--- config.mk ---
export PLATFORM = sky130hd
export DESIGN_NAME = noise_lfsr_core
export DESIGN_NICKNAME = d
export VERILOG_FILES = /design/src/rtl/noise_lfsr_pkg.sv /design/src/rtl/noise_fill_timer.sv /design/src/rtl/noise_shift_datapath.sv /design/src/rtl/noise_tap_select.sv /design/src/rtl/noise_lfsr_core.sv
export SDC_FILE = /design/constraint.sdc
export NUM_CORES = 1
export LEC_CHECK = 0
export ABC_AREA = 0
export ABC_CLOCK_PERIOD_IN_PS = 4800
export CAP_MARGIN = 25
export CORE_MARGIN = 2
export CORE_UTILIZATION = 40
export DETAILED_ROUTE_END_ITERATION = 8
export GPL_TIMING_DRIVEN = 0
export HOLD_SLACK_MARGIN = 0.06
export PLACE_DENSITY_LB_ADDON = 0.2
export SLEW_MARGIN = 10
export SYNTH_ARGS = -nofsm -noshare
export SYNTH_HDL_FRONTEND = slang
export SYNTH_SLANG_ARGS = --single-unit
--- constraint.sdc ---
create_clock -name clk -period 4.8 [get_ports clk]
set_input_delay 1.2 -clock clk [delete_from_list [all_inputs] [get_ports clk]]
set_output_delay 1.2 -clock clk [all_outputs]
set_load 0.05 [all_outputs]
--- src/rtl/noise_lfsr_pkg.sv ---
package noise_lfsr_pkg;

    localparam int unsigned LFSR_W  = 23;
    localparam int unsigned NOISE_W = 8;

    localparam logic [LFSR_W-1:0] LFSR_RST_VAL = 23'h7F_FFFE;
    localparam logic [LFSR_W-1:0] LFSR_ONES    = {LFSR_W{1'b1}};

    // feedback tap positions
    localparam int unsigned FB_HI = 22;
    localparam int unsigned FB_LO = 17;

    // noise_o[i] is driven from lfsr bit TAP_POS[i]
    localparam int unsigned TAP_POS [NOISE_W] = '{2, 4, 7, 11, 13, 16, 20, 22};

    typedef enum logic [1:0] {
        ST_RUN       = 2'd0,
        ST_HOLD_WAIT = 2'd1,
        ST_HOLD_FULL = 2'd2
    } hold_state_e;

    typedef enum logic [1:0] {
        OP_KEEP    = 2'd0,
        OP_CLOCK   = 2'd1,
        OP_RELEASE = 2'd2,
        OP_FILL    = 2'd3
    } lfsr_op_e;

endpackage

--- src/rtl/noise_fill_timer.sv ---
module noise_fill_timer #(
    parameter int unsigned CNT_W = 22
) (
    input  logic             clk,
    input  logic             rst_n,
    input  logic             clr_i,
    input  logic             load_i,
    input  logic [CNT_W-1:0] load_val_i,
    input  logic             run_i,
    output logic             expire_o
);

    logic [CNT_W-1:0] cnt_q;

    always_ff @(posedge clk or negedge rst_n) begin
        if (!rst_n) begin
            cnt_q <= '0;
        end else if (clr_i) begin
            cnt_q <= '0;
        end else if (load_i) begin
            cnt_q <= load_val_i;
        end else if (run_i && (cnt_q != '0)) begin
            cnt_q <= cnt_q - CNT_W'(1);
        end
    end

    assign expire_o = run_i && (cnt_q == CNT_W'(1));

    // loaded value is visible one edge later
    assert_timer_load_R5: assert property (@(posedge clk) disable iff (!rst_n)
        (load_i && !clr_i) |=> (cnt_q == $past(load_val_i)));

    // steady count-down between reloads
    assert_timer_step_R7: assert property (@(posedge clk) disable iff (!rst_n)
        (run_i && !load_i && !clr_i && (cnt_q > CNT_W'(1))) |=> (cnt_q == $past(cnt_q) - CNT_W'(1)));

    // a release leaves the timer idle
    assert_timer_clear_R10: assert property (@(posedge clk) disable iff (!rst_n)
        clr_i |=> (cnt_q == '0));

endmodule

--- src/rtl/noise_shift_datapath.sv ---
module noise_shift_datapath
    import noise_lfsr_pkg::*;
(
    input  lfsr_op_e          op_i,
    input  logic [LFSR_W-1:0] lfsr_i,
    output logic [LFSR_W-1:0] lfsr_nxt_o
);

    logic [LFSR_W-1:0] seeded;

    always_comb begin
        seeded = lfsr_i | LFSR_W'(1);
        unique case (op_i)
            OP_KEEP:    lfsr_nxt_o = lfsr_i;
            OP_CLOCK:   lfsr_nxt_o = {lfsr_i[LFSR_W-2:0], lfsr_i[FB_HI] ^ lfsr_i[FB_LO]};
            OP_RELEASE: lfsr_nxt_o = {lfsr_i[LFSR_W-2:0], ~lfsr_i[FB_LO]};
            OP_FILL:    lfsr_nxt_o = seeded | {seeded[LFSR_W-2:0], 1'b0};
            default:    lfsr_nxt_o = lfsr_i;
        endcase
    end

endmodule

--- src/rtl/noise_tap_select.sv ---
module noise_tap_select
    import noise_lfsr_pkg::*;
(
    input  logic [LFSR_W-1:0]  lfsr_i,
    output logic [NOISE_W-1:0] noise_o
);

    for (genvar g = 0; g < NOISE_W; g++) begin : g_tap
        assign noise_o[g] = lfsr_i[TAP_POS[g]];
    end

endmodule

--- src/rtl/noise_lfsr_core.sv ---
module noise_lfsr_core
    import noise_lfsr_pkg::*;
#(
    parameter int unsigned FILL_START_A = 9768,
    parameter int unsigned FILL_STEP_A  = 1000,
    parameter int unsigned FILL_START_B = 2519864,
    parameter int unsigned FILL_STEP_B  = 315000
) (
    input  logic               clk,
    input  logic               rst_n,
    input  logic               test_i,
    input  logic               noise_clk_i,
    input  logic               model_sel_i,
    output logic [LFSR_W-1:0]  lfsr_o,
    output logic [NOISE_W-1:0] noise_o
);

    localparam int unsigned MAX_AB  = (FILL_START_A > FILL_STEP_A) ? FILL_START_A : FILL_STEP_A;
    localparam int unsigned MAX_CD  = (FILL_START_B > FILL_STEP_B) ? FILL_START_B : FILL_STEP_B;
    localparam int unsigned MAX_ALL = (MAX_AB > MAX_CD) ? MAX_AB : MAX_CD;
    localparam int unsigned TMR_W   = $clog2(MAX_ALL + 1);

    hold_state_e       state_q, state_d;
    lfsr_op_e          op;
    logic [LFSR_W-1:0] lfsr_q, lfsr_nxt;
    logic              enter_hold, release_hold;
    logic              fill_expire;
    logic              tmr_load, tmr_clr, tmr_run;
    logic [TMR_W-1:0]  tmr_val;

    // state register
    always_ff @(posedge clk or negedge rst_n) begin
        if (!rst_n) begin
            state_q <= ST_RUN;
        end else begin
            state_q <= state_d;
        end
    end

    // transition and operation decode
    always_comb begin
        enter_hold   = 1'b0;
        release_hold = 1'b0;
        op           = OP_KEEP;
        state_d      = state_q;
        unique case (state_q)
            ST_RUN: begin
                if (test_i) begin
                    enter_hold = 1'b1;
                    state_d    = ST_HOLD_WAIT;
                end else if (noise_clk_i) begin
                    op = OP_CLOCK;
                end
            end
            ST_HOLD_WAIT: begin
                if (!test_i) begin
                    release_hold = 1'b1;
                    op           = OP_RELEASE;
                    state_d      = ST_RUN;
                end else if (fill_expire) begin
                    op = OP_FILL;
                    if (lfsr_nxt == LFSR_ONES) begin
                        state_d = ST_HOLD_FULL;
                    end
                end
            end
            ST_HOLD_FULL: begin
                if (!test_i) begin
                    release_hold = 1'b1;
                    op           = OP_RELEASE;
                    state_d      = ST_RUN;
                end
            end
            default: begin
                state_d = ST_RUN;
            end
        endcase
    end

    // fill timer control
    always_comb begin
        tmr_clr  = release_hold;
        tmr_run  = (state_q == ST_HOLD_WAIT) && test_i;
        tmr_load = enter_hold || (fill_expire && test_i && (lfsr_nxt != LFSR_ONES));
        if (enter_hold) begin
            tmr_val = model_sel_i ? TMR_W'(FILL_START_B) : TMR_W'(FILL_START_A);
        end else begin
            tmr_val = model_sel_i ? TMR_W'(FILL_STEP_B) : TMR_W'(FILL_STEP_A);
        end
    end

    noise_fill_timer #(
        .CNT_W (TMR_W)
    ) i_fill_timer (
        .clk        (clk),
        .rst_n      (rst_n),
        .clr_i      (tmr_clr),
        .load_i     (tmr_load),
        .load_val_i (tmr_val),
        .run_i      (tmr_run),
        .expire_o   (fill_expire)
    );

    noise_shift_datapath i_datapath (
        .op_i       (op),
        .lfsr_i     (lfsr_q),
        .lfsr_nxt_o (lfsr_nxt)
    );

    // shift register
    always_ff @(posedge clk or negedge rst_n) begin
        if (!rst_n) begin
            lfsr_q <= LFSR_RST_VAL;
        end else begin
            lfsr_q <= lfsr_nxt;
        end
    end

    noise_tap_select i_taps (
        .lfsr_i  (lfsr_q),
        .noise_o (noise_o)
    );

    assign lfsr_o = lfsr_q;

    // idle in RUN keeps the value
    assert_idle_hold_R3: assert property (@(posedge clk) disable iff (!rst_n)
        (state_q == ST_RUN && !test_i && !noise_clk_i) |=> $stable(lfsr_q));

    // normal feedback shift
    assert_clock_shift_R2: assert property (@(posedge clk) disable iff (!rst_n)
        (state_q == ST_RUN && !test_i && noise_clk_i) |=>
        (lfsr_q == {$past(lfsr_q[LFSR_W-2:0]), $past(lfsr_q[FB_HI]) ^ $past(lfsr_q[FB_LO])}));

    // strobes ignored while test is high and no fill is due
    assert_strobe_ignored_R4: assert property (@(posedge clk) disable iff (!rst_n)
        (test_i && !fill_expire) |=> $stable(lfsr_q));

    // fill only adds ones and always sets bit 0
    assert_fill_grows_R6: assert property (@(posedge clk) disable iff (!rst_n)
        (fill_expire && test_i) |=> (((lfsr_q & $past(lfsr_q)) == $past(lfsr_q)) && lfsr_q[0]));

    // saturated state holds all ones
    assert_full_state_R7: assert property (@(posedge clk) disable iff (!rst_n)
        (state_q == ST_HOLD_FULL) |-> (lfsr_q == LFSR_ONES));

    // release shift with inverted feedback
    assert_release_shift_R8: assert property (@(posedge clk) disable iff (!rst_n)
        (state_q != ST_RUN && !test_i) |=>
        (lfsr_q == {$past(lfsr_q[LFSR_W-2:0]), ~$past(lfsr_q[FB_LO])}));

    // tap extremes of the noise sample
    assert_taps_R9: assert property (@(posedge clk) disable iff (!rst_n)
        (noise_o[NOISE_W-1] == lfsr_q[LFSR_W-1]) && (noise_o[0] == lfsr_q[2]));

endmodule

### Word level (Yosys, flattened, before mapping)

Index checks and enable logic that the tools add are counted.

| operators by class | value |
|---|---|
| add/subtract/negate cells | 1 |
| equal/unequal tests | 12 |
| mux-type cells | 23 |
| bitwise gates (word level) | 3 |
| reduce and logical (&&, ||, !) cells | 12 |

Operator list:

| kind | number |
|---|---|
| 22-bit 2-to-1 mux | 5 |
| 23-bit case mux with 4 select lines | 1 |
| 23-bit == test (second input constant) | 1 |
| 23-bit != test (second input constant) | 1 |
| 23-bit OR | 1 |
| 22-bit by 1-bit == test with 1-bit output (second input constant) | 1 |
| 22-bit nonzero test | 1 |
| 22-bit by 1-bit subtractor with 22-bit output (second input constant) | 1 |
| 19-bit 2-to-1 mux | 1 |
| 2-bit 2-to-1 mux | 8 |
| 2-bit case mux with 3 select lines | 2 |
| 2-bit == test (second input constant) | 3 |
| 1-bit 2-to-1 mux | 6 |
| 3-bit != test (second input constant) | 2 |
| 1-bit logical AND | 5 |
| 2-bit by 1-bit == test with 1-bit output (second input constant) | 2 |
| 2-bit logical NOT | 2 |
| 2-bit != test (second input constant) | 2 |
| 4-bit AND reduction | 1 |
| 3-bit nonzero test | 1 |
| 2-bit OR reduction | 1 |
| 1-bit logical OR | 1 |
| 1-bit NOT | 1 |
| 1-bit bitwise XOR | 1 |

| word-level totals | value |
|---|---|
| register bits | 47 |
| bits of input ports | 5 |
| output and inout bits | 31 |
| logic and storage cells | 54 |

### Longest topological paths before layout

Gate-level depths: netlist of the first run.

| depth | value |
|---|---|
| depth after elaboration | 13 |
| depth in mapped cells | 13 |
| depth with buffers taken out | 10 |

### Modules after synthesis

Synthesis of the first run repeated with hierarchy kept, for this count alone.

| unflattened totals | value |
|---|---|
| cells, all modules | 319 |
| area, all modules | 3093.0 sq um |

By module, submodules not included:

| module | times used | cells each | area an instance (sq um) | sequential area each (sq um) |
|---|---|---|---|---|
| noise_fill_timer | 1 | 161 | 1463.9 | 550.5 |
| noise_lfsr_core | 1 | 68 | 952.2 | 653.1 |
| noise_shift_datapath | 1 | 82 | 616.8 | 0.0 |
| noise_tap_select | 1 | 8 | 60.1 | 0.0 |

### Worst setup path before layout of the first run

No wires, ideal clock.

| path | value |
|---|---|
| kind | input -> register |
| start point | in noise_clk_i |
| end point | reg i_fill_timer.cnt_q[10] |
| arrival | 3.216 ns |
| required time | 4.724 ns |
| setup slack | 1.508 ns |
| stages | 8 |
| cell sequence | a211o_1 -> a31oi_1 -> o21ai_0 -> a2111oi_0 -> nand4_1 -> o21ai_4 -> mux2_1 -> o21ai_1 |

| between the ends | value |
|---|---|
| cells in the longest elaborated chain, start to end | 10 |
| elaborated cells on any way between the ends | 14 |
| those cells by class | eq/ne: 4; mux: 6; reduce/logical: 4 |

Ends and longest elaborated chain:

| item | RTL line | text |
|---|---|---|
| start: declaration | noise_lfsr_core.sv:12 | `input logic noise_clk_i,` |
| 1-bit 2-to-1 mux * | noise_lfsr_core.sv:51 | `end else if (noise_clk_i) begin` |
| 1-bit 2-to-1 mux * | noise_lfsr_core.sv:48 | `if (test_i) begin` |
| 2-bit case mux with 3 select lines * | noise_lfsr_core.sv:46 | `unique case (state_q)` |
| 2-bit == test, or another cell as far along | noise_shift_datapath.sv:13 | `unique case (op_i)` |
| 23-bit case mux with 4 select lines * | noise_shift_datapath.sv:13 |  |
| 23-bit != test * | noise_lfsr_core.sv:84 | `tmr_load = enter_hold \|\| (fill_expire && test_i && (lfsr_nxt != LFSR_ONES));` |
| 1-bit logical AND * | noise_lfsr_core.sv:84 |  |
| 1-bit logical OR * | noise_lfsr_core.sv:84 |  |
| 22-bit 2-to-1 mux | noise_fill_timer.sv:20 | `end else if (load_i) begin` |
| 22-bit 2-to-1 mux | noise_fill_timer.sv:18 | `end else if (clr_i) begin` |
| end signal: assignment | noise_fill_timer.sv:21 | `cnt_q <= load_val_i;` |
| end signal: assignment | noise_fill_timer.sv:23 | `cnt_q <= cnt_q - CNT_W'(1);` |
| end: declaration | noise_fill_timer.sv:13 | `logic [CNT_W-1:0] cnt_q;` |

Mark *: on every way between the ends. The rest lies on a longest branch, timed or not.
A chain may end at the register's enable or synchronous reset.

### Worst setup path after layout of the first run

Ends and elaborated chain as after synthesis.

==> results.cfg, run 1 <==
[placement]
dp_hpwl_mm = 6.15
port_buffers = 35
pre_cts_slack_ns = 0.586
place_congestion = 0.865
place_inst = 482
dpl_cell_area_um2 = 3590

[power_and_ir_drop]
leakage_nw = 1.44
p_per_area_nw_per_um2 = 746
p_total_mw = 2.74
ir_drop_v = 0.000250

[timing]
final_max_slew_viol_count = 0
timing.final.crit_share_pct = 81.4
layout_setup_ws_ns = 0.890
tightestPinTransition_ns = 0.627
rsz0062_at_grt = false
finalCriticalPeriod_ns = 3.91
maxSlewHeadroom_pct = 57.8
timing.hold.ws_ns = 0.484
hold_violations = 0
finalSetupViolations = 0
fmax_mhz = 256
finClkSkew_ns = 0.00891
fin_setup_tns_ns = 0

[setup_path]
worst-r2r-setup-slack_ns = 1.37
startpoint_type = primary input
r2r_cells = 11
reg2reg_to = i_fill_timer.cnt_q[10]
critPathKind = primary input to flop
rr_startpoint = state_q[0]
crit_arrival_ns = 4.15
crit_required_ns = 5.04
endpoint_kind = flop
cp_max_fo = 10

[logic_synthesis]
synth-adder-area-share_pct = 4.04
synthXorXnorAreaFrac_pct = 0.283
ys_ff_latch = 47
netlist_area_um2 = 3100
synth_top_area_share_pct = 20.2
synth-compound-area-share_pct = 27.2
synthCells = 344
ys_async_sr_fraction_pct = 100
synth_area_leaders = dfrtp_1 (20%), dfstp_2 (19%), ha_1 (4.0%), nand2_1 (4.0%), a21oi_1 (3.7%)
synth_common_cells = nand2_1 (33), nor2_1 (30), dfrtp_1 (25)
yosys_warnings = 0
ys_types = 67
synthMuxAreaShare_pct = 1.01
synth_largest_area_cell = dfrtp_1
synth_top_family_by_area = compound AO/OA/AOI/OAI gates
yosys.area_share.simple_pct = 23.0
syn_nets = 359
synth.avg_cell_area_um2 = 9.00
yosys.cell_count.top_type = nand2_1
yosys_most_used_dff = dfrtp_1
synth_edf_count = 0
ys_seq_area_share_pct = 38.9

[grt]
grt_first_pass_wirelength_mm = 14.1
gr-total-overflow = 0
antenna_found_initial = 0
grt.total_usage_pct = 20.9
grt_pass1_vias = 2733
grt_max_degree = 28

[finish]
final_util_pct = 48.3
nNetsFinal = 402
nFillCells = 765
drive_above_1_share_pct = 17.3
synthToLayoutAreaGrowth_pct = 18.7
design_area_um2 = 3670
n_antenna_cell = 0
instances_no_fill = 490

[clocking]
clk_pin_slew_worst_paths_ns = 0.09
cts_tree = done
ctsRootBufferMaster = clkbuf_8
htree_levels = 2
clock_sinks = 47
ctsHoldBuffers = 0
cts_max_path_buffers = 2
cts_made_buffers = 5
postCtsResizedCells = 0
postCtsSetupRepairBufs = 0
clock_latency_ns = 0.30

[drt]
via_per_inst = 5.73
dr.pass1.iters = 5
drtIter0Drc = 234
avgRoutedWirePerCell_um = 16.9
vias = 2809
antenna_left = 0
drc = 0
wirelength_mm = 8.29

[die]
dieArea_um2 = 8460
ioPinCount = 36
initial_utilization_pct = 40.7
rows = 32
dieHeight_um = 92.0
die_w_um = 92.0
core_area_um2 = 7610

[status]
outcome = finished clean

[hold_path]
min_to = i_fill_timer.cnt_q[20]
hp-class = flop to flop
min_path_cells = 1
hold_path_startpoint = i_fill_timer.cnt_q[20]

[flow_run]
max_cap_viol_count = 0
registers in the layout, summed over array words and instances (netlist names):
register,flops
state_q,2
lfsr_o,23
i_fill_timer.cnt_q,22
per-layer routing:
layer  global-route usage, %  share of wire, %  vias to the layer above
met4                    6.09               1.0                        0
met5                       0                 0                        -
li1                        -                 -                     1369
met1                    31.3                49                     1348
met3                    3.04               5.5                        7
met2                    31.2                44                       85
power by group:
group | switching [mW] | leakage [nW] | internal (mW) | total [mW]
combinational | 1.01 | 0.847 | 0.603 | 1.62
clock | 0.137 | 0.0412 | 0.102 | 0.239
sequential | 0.250 | 0.550 | 0.634 | 0.884
total | 1.40 | 1.44 | 1.34 | 2.74
cells in the final DEF (no fill, tap or decap), drive strengths merged, types with 4 or more instances in the layout:
master	Yosys	routed
nand3	9	9
o22ai	4	4
a21oi	24	24
a21o	5	5
nor2	30	30
or3	7	7
dfstp	22	22
o21a	4	4
inv	14	14
ha	10	10
clkbuf	6	12
dfrtp	25	25
clkdlybuf4s50	0	34
a22o	13	13
a31o	5	5
nor3	12	12
nand4	5	5
a31oi	8	8
nand2	34	34
buf	14	16
nor4	10	10
a211oi	9	9
o21ai	26	26
layout make-up:
class,count,area (µm²),area share [%]
multi-input cells,262,1720,46.8
flip-flops and latches,47,1200,32.8
repair buffers,36,365,9.95
well taps,102,128,3.47
plain buffers,20,118,3.20
clock buffers,6,72.6,1.98
inverters,15,56.3,1.53
clock inverters,2,12.5,0.341
cells by family (layout without fill, tap and decap cells):
| logic type | after synthesis | in the layout |
|---|---|---|
| simple gates | 132 | 132 |
| compound gates | 116 | 116 |
| flops | 47 | 47 |
| buf+inv | 35 | 79 |
| fa+ha+maj | 10 | 10 |
| mux | 3 | 3 |
| xor+xnor | 1 | 1 |
how the worst max path moves through the flow:
stage,from,end,slack [ns],cells past startpoint
floorplan,noise_clk_i,i_fill_timer.cnt_q[10],1.51,8
global placement,noise_clk_i,i_fill_timer.cnt_q[10],0.54,9
detailed placement,noise_clk_i,i_fill_timer.cnt_q[10],0.59,9
CTS,noise_clk_i,i_fill_timer.cnt_q[10],0.92,9
global route,noise_clk_i,i_fill_timer.cnt_q[10],0.74,9
finish,noise_clk_i,i_fill_timer.cnt_q[10],0.89,9
critical path, cell delays in order:
cell	delay, ns
clkdlybuf4s50_1	0.46
a211o_1	0.38
a31oi_1	0.25
o21ai_0	0.14
a2111oi_0	0.48
nand4_1	0.33
o21ai_4	0.41
mux2_1	0.36
o21ai_1	0.12
(Power assumes the default switching activity.)
==> run 2, diff against run 1 <==
--- a/config.mk
+++ b/config.mk
@@ -6,7 +6,7 @@
 export NUM_CORES = 1
 export LEC_CHECK = 0
 export ABC_AREA = 0
-export ABC_CLOCK_PERIOD_IN_PS = 4800
+export ABC_CLOCK_PERIOD_IN_PS = 4100
 export CAP_MARGIN = 25
 export CORE_MARGIN = 2
 export CORE_UTILIZATION = 40
==> constraint.sdc (replaced) <==
create_clock -name clk -period 4.1 [get_ports clk]
set_input_delay 1.025 -clock clk [delete_from_list [all_inputs] [get_ports clk]]
set_output_delay 1.025 -clock clk [all_outputs]
set_load 0.05 [all_outputs]
==> results of run 2 <==
Same layout as run 1 (identical final DEF). Status: finished clean.
Among the figures that moved: setup slack after placement 0.586 ns -> 0.0612 ns; setup slack after layout 0.890 ns -> 0.365 ns; register-to-register setup slack 1.37 ns -> 0.67 ns; total power 2.74 mW -> 3.21 mW; worst IR drop on VDD 0.000250 V -> 0.000293 V
